==> config.mk <==
export PLATFORM = sky130hd
export DESIGN_NAME = board_irq_aggregator
export DESIGN_NICKNAME = d
export VERILOG_FILES = /design/src/rtl/irq_agg_pkg.sv /design/src/rtl/irq_setclr_reg.sv /design/src/rtl/irq_status_latch.sv /design/src/rtl/irq_agg_decode.sv /design/src/rtl/board_irq_aggregator.sv
export SDC_FILE = /design/constraint.sdc
export NUM_CORES = 1
export LEC_CHECK = 0
export ABC_AREA = 1
export ABC_CLOCK_PERIOD_IN_PS = 1090
export BUFFER_PORTS_ARGS = -buffer_cell sky130_fd_sc_hd__buf_4
export CORE_MARGIN = 1
export CORE_UTILIZATION = 55
export CTS_BUF_LIST = sky130_fd_sc_hd__clkbuf_16
export CTS_CLUSTER_DIAMETER = 150
export DETAILED_ROUTE_END_ITERATION = 16
export PLACE_DENSITY_LB_ADDON = 0.25
export SLEW_MARGIN = 40
export SYNTH_ARGS = -nofsm -noshare
export SYNTH_HDL_FRONTEND = slang
export SYNTH_SLANG_ARGS = --single-unit
==> constraint.sdc <==
create_clock -name clk -period 1.09 [get_ports clk]
set_input_delay 0 -clock clk [delete_from_list [all_inputs] [get_ports clk]]
set_output_delay 0 -clock clk [all_outputs]
set_load 0.02 [all_outputs]
==> src/rtl/irq_agg_pkg.sv <==
`timescale 1ns/1ps
package irq_agg_pkg;
  localparam int ADDR_W = 3;

  typedef enum logic [ADDR_W-1:0] {
    A_STATUS  = 3'd0,
    A_VIEW    = 3'd1,
    A_EN_SET  = 3'd2,
    A_EN_CLR  = 3'd3,
    A_MSK_SET = 3'd4,
    A_MSK_CLR = 3'd5
  } reg_addr_e;

  typedef struct packed {
    logic ack;
    logic en_set;
    logic en_clr;
    logic msk_set;
    logic msk_clr;
  } wr_strobe_t;
endpackage

==> src/rtl/irq_setclr_reg.sv <==
`timescale 1ns/1ps
module irq_setclr_reg #(
  parameter int W = 16
) (
  input  logic         clk,
  input  logic         rst,
  input  logic         set_we,
  input  logic         clr_we,
  input  logic [W-1:0] wdata,
  output logic [W-1:0] q
);
  always_ff @(posedge clk) begin
    if (rst) begin
      q <= '0;
    end else if (set_we) begin
      q <= q | wdata;
    end else if (clr_we) begin
      q <= q & ~wdata;
    end
  end
endmodule

==> src/rtl/irq_status_latch.sv <==
`timescale 1ns/1ps
module irq_status_latch #(
  parameter int W = 16
) (
  input  logic         clk,
  input  logic         rst,
  input  logic [W-1:0] req,
  input  logic [W-1:0] enable,
  input  logic         ack_we,
  input  logic [W-1:0] ack_data,
  output logic [W-1:0] status
);
  for (genvar k = 0; k < W; k++) begin : g_bit
    logic hit;
    logic drop;
    assign hit  = req[k] & enable[k];
    assign drop = ack_we & ack_data[k];
    always_ff @(posedge clk) begin
      if (rst) begin
        status[k] <= 1'b0;
      end else if (hit) begin
        status[k] <= 1'b1;
      end else if (drop) begin
        status[k] <= 1'b0;
      end
    end
  end
endmodule

==> src/rtl/irq_agg_decode.sv <==
`timescale 1ns/1ps
module irq_agg_decode
  import irq_agg_pkg::*;
#(
  parameter int W = 16
) (
  input  logic              clk,
  input  logic              rst,
  input  logic              bus_wr,
  input  logic              bus_rd,
  input  logic [ADDR_W-1:0] bus_addr,
  input  logic [W-1:0]      status,
  input  logic [W-1:0]      enable,
  input  logic [W-1:0]      mask,
  output wr_strobe_t        stb,
  output logic [W-1:0]      rdata
);
  reg_addr_e addr;
  logic [W-1:0] rd_mux;

  assign addr = reg_addr_e'(bus_addr);

  always_comb begin
    stb = '0;
    if (bus_wr) begin
      case (addr)
        A_STATUS:  stb.ack     = 1'b1;
        A_EN_SET:  stb.en_set  = 1'b1;
        A_EN_CLR:  stb.en_clr  = 1'b1;
        A_MSK_SET: stb.msk_set = 1'b1;
        A_MSK_CLR: stb.msk_clr = 1'b1;
        default:   stb = '0;
      endcase
    end
  end

  always_comb begin
    case (addr)
      A_STATUS, A_VIEW:    rd_mux = status;
      A_EN_SET, A_EN_CLR:  rd_mux = enable;
      A_MSK_SET, A_MSK_CLR: rd_mux = mask;
      default:             rd_mux = '0;
    endcase
  end

  always_ff @(posedge clk) begin
    if (rst) begin
      rdata <= '0;
    end else if (bus_rd) begin
      rdata <= rd_mux;
    end
  end
endmodule

==> src/rtl/board_irq_aggregator.sv <==
`timescale 1ns/1ps
module board_irq_aggregator
  import irq_agg_pkg::*;
#(
  parameter int NUM_SRC = 16
) (
  input  logic               clk,
  input  logic               rst,
  input  logic [NUM_SRC-1:0] req_in,
  input  logic               bus_wr,
  input  logic               bus_rd,
  input  logic [ADDR_W-1:0]  bus_addr,
  input  logic [NUM_SRC-1:0] bus_wdata,
  output logic [NUM_SRC-1:0] bus_rdata,
  output logic               cascade_irq
);
  wr_strobe_t         stb;
  logic [NUM_SRC-1:0] status_q;
  logic [NUM_SRC-1:0] enable_q;
  logic [NUM_SRC-1:0] mask_q;

  irq_agg_decode #(.W(NUM_SRC)) u_dec (
    .clk      (clk),
    .rst      (rst),
    .bus_wr   (bus_wr),
    .bus_rd   (bus_rd),
    .bus_addr (bus_addr),
    .status   (status_q),
    .enable   (enable_q),
    .mask     (mask_q),
    .stb      (stb),
    .rdata    (bus_rdata)
  );

  irq_setclr_reg #(.W(NUM_SRC)) u_enable (
    .clk    (clk),
    .rst    (rst),
    .set_we (stb.en_set),
    .clr_we (stb.en_clr),
    .wdata  (bus_wdata),
    .q      (enable_q)
  );

  irq_setclr_reg #(.W(NUM_SRC)) u_mask (
    .clk    (clk),
    .rst    (rst),
    .set_we (stb.msk_set),
    .clr_we (stb.msk_clr),
    .wdata  (bus_wdata),
    .q      (mask_q)
  );

  irq_status_latch #(.W(NUM_SRC)) u_status (
    .clk      (clk),
    .rst      (rst),
    .req      (req_in),
    .enable   (enable_q),
    .ack_we   (stb.ack),
    .ack_data (bus_wdata),
    .status   (status_q)
  );

  always_ff @(posedge clk) begin
    if (rst) begin
      cascade_irq <= 1'b0;
    end else begin
      cascade_irq <= |(status_q & mask_q);
    end
  end
endmodule

==> key figures <==
Status
  • Status: finished clean

Finish
  • Area grow syn2layout: 37.0%
  • Most frequent cells in the layout: 176 x nand2_1, 80 x nand3_1, 69 x buf_4, 65 x dfxtp_1, 48 x a21oi_1
  • Most common cell after layout, fill and taps aside: nand2_1
  • Storage cell area: 1300 µm²
  • ANT cells: 0
  • Nets: 600
  • Multi-input combinational cell area: between 1500 and 2000 µm²
  • Filler instances: 420
  • Layout cells sized above 1: a little under a fifth
  • Non-Filler Instances: around 640

Flow run
  • Maxcap violations: 0

Die
  • Die Area: ~6000 µm²
  • Core Rows: 27
  • Die Wd: 77.5 µm
  • I/O Pins: 56
  • Die Y-Extent: ~77 µm
  • Initial Utilization: 56.9%
  • Core area: 5510 µm²

Placement
  • Buffers added on ports: between 50 and 60
  • DPL Wire Length: roughly 5.5 mm
  • Gpl congestion: between 0.8 and 0.9
  • Placed insts: around 600

Global routing
  • Grt total ovfl: 0
  • Number of global-route vias before repair: around 3300
  • Wire length of the first global-routing pass: approximately 15 mm
  • Largest net degree at the start of global routing: 33
  • Initial antenna violation count: 0
  • All-Layer GR Usage: a little under a third

Setup path
  • Worst path required time: ~1300 ps
  • Critical-path top delay cell: nor2_2
  • Crit end category: flip-flop
  • Worst stage delay on the critical path: approximately 640 ps
  • Crit Path Category: in2reg
  • CP startpoint kind: primary input
  • Worst EP arrival: 1180 ps
  • CP Cell Sequence: buf_4 > inv_1 > nor2_2 > nand3_1 > nand2_1 > a21oi_1
  • CP Max Fanout: 16

Pwr
  • Cell Pwr Density: 1440 nW/µm²
  • VDD IR max: around 1.1 mV
  • Leakage: between 0.0015 and 0.002 µW

Timing
  • Fin. Hold Viols: 0
  • Max_slew headroom: roughly 44%
  • Fin crit share: between 80% and 90%
  • Tmin final: about 970 ps
  • Max-slew violation count: 0
  • Slew at the pin closest to its max-slew limit: roughly 840 ps
  • Fin Setup TNS: 0 ps
  • Final setup vio count: 0
  • RSZ-0062 raised after global routing: no
  • Post-route clock skew: 5.78 ps
  • Fmax achieved: around 1000 MHz

Clock tree
  • Root buf cell: clkbuf_16
  • CTS Buf Count: 9
  • Resized cells post-CTS: 0
  • Worst-Skew Late Latency: roughly 330 ps
  • Longest Clk Path Bufs: 2
  • CTS tree: yes
  • CTS Sinks: between 60 and 70
  • Clock Pin Slew Worst Setup and Hold Paths: approximately 60 ps
  • Number of setup buffers added after CTS: 0
  • Hold_buf cts: 32
  • H-tree depth: 3

Detailed routing
  • Antenna Nets Post-Route: 0
  • DR WL met3: about 540 µm
  • Met1 wire length: between 3 and 4 mm
  • Via density: approximately 5.4
  • Avg WL per Cell: around 14 µm
  • Met2 wire len: ~4.5 mm
  • WL final: 8.92 mm
  • Initial drt markers: roughly 330
  • Uppermost layer routed: met4
  • Drt pass-1 iters: 4
  • Via count: 3415
  • DRC: 0

Hold path
  • Hold Crit Class: in2reg

Yosys
  • Seq/Total Area, Yosys: 41.5%
  • Synth area leaders: dfxtp_1 42%, nand2_1 21%, nand3_1 13%
  • Netlist cell types: 19
  • Synth Cell Area: ~3100 µm²
  • Synth Instances: ~470
  • Synth area leader: dfxtp_1
  • Syn nets: just over 500
  • Synthesis warning total: 0
  • Register bit total from synthesis: 65
  • Syn_area_per_cell: around 6.6 µm²
  • Top-area cell type share of the netlist area: between 40% and 50%
-- metal layers --
metal	up-vias	GRT usage, %
met5	-	0
met4	0	18.7
met1	1576	37.3
met2	129	54.1
li1	1689	-
met3	21	4.00
-- final timing paths --
path | depth (start not counted) | slack, ps | from | to
setup / recovery | 6 | 120 | bus_wr | u_status.status[0]
hold / removal | 5 | 100 | rst | flip-flop
setup reg to reg | 6 | 140 | flip-flop | cascade_irq
hold reg to reg | 2 | 460 | u_dec.rdata[8] | u_dec.rdata[8]
-- through the flow --
| step | instance area [µm²] | power, µW | util, % | hold slack, ps | worst slack [ps] |
|---|---|---|---|---|---|
| after floorplan | 3130 | 2800 | - | 147 | 259 |
| after global placement | 3650 | 3050 | 66.3 | 269 | 1.05 |
| after detailed placement | 3650 | 3060 | 66.3 | 270 | -89.9 |
| after CTS | 4290 | 6200 | 78.0 | 93.2 | 144 |
| after global routing | 4290 | 6360 | 78.0 | 139 | 75.0 |
| final | 4290 | 6190 | 78.0 | 99.4 | 124 |
-- logic make-up after synthesis --
family / synth area share (%)
compound gates: 7.67
buf+inv: 8.27
flops: 41.5
simple gates: 42.5
-- cell usage after synthesis --
| cell type | n |
|---|---|
| nor2_8 | 1 |
| buf_4 | 3 |
| clkbuf_1 | 6 |
| nor2_4 | 2 |
| a21oi_1 | 48 |
| nand2_4 | 1 |
| nor2_1 | 38 |
| buf_6 | 4 |
| nand3_1 | 80 |
| nand2_1 | 176 |
| clkinv_4 | 1 |
| inv_1 | 20 |
| buf_2 | 12 |
| buf_8 | 1 |
| nor2_2 | 1 |
| nand2_2 | 11 |
| inv_4 | 1 |
| dfxtp_1 | 65 |
| buf_1 | 1 |
-- worst max-delay path, delay by kind of cell --
kind / cells / cell delay, ps
AND/OR/NAND/NOR: 3 / 990
AO/OA/AOI/OAI: 1 / 70
buffers and inverters: 2 / 130
-- final cells by class --
type,instances,area share (%)
timing repair buffer,105,21.4
multi-input combinational,358,36.6
inverter,22,2.10
clock buffer,9,5.25
clock inverter,7,2.22
sequential,65,30.3
tap,72,2.10
-- power by group --
part	switching (µW)	leakage, µW	internal (µW)
Clock	1080	0.000145	1990
Combinational	358	0.00114	299
Sequential	36.1	0.000526	2430
Total	1470	0.00182	4720
Note: power is estimated with default switching activity, not from simulation.
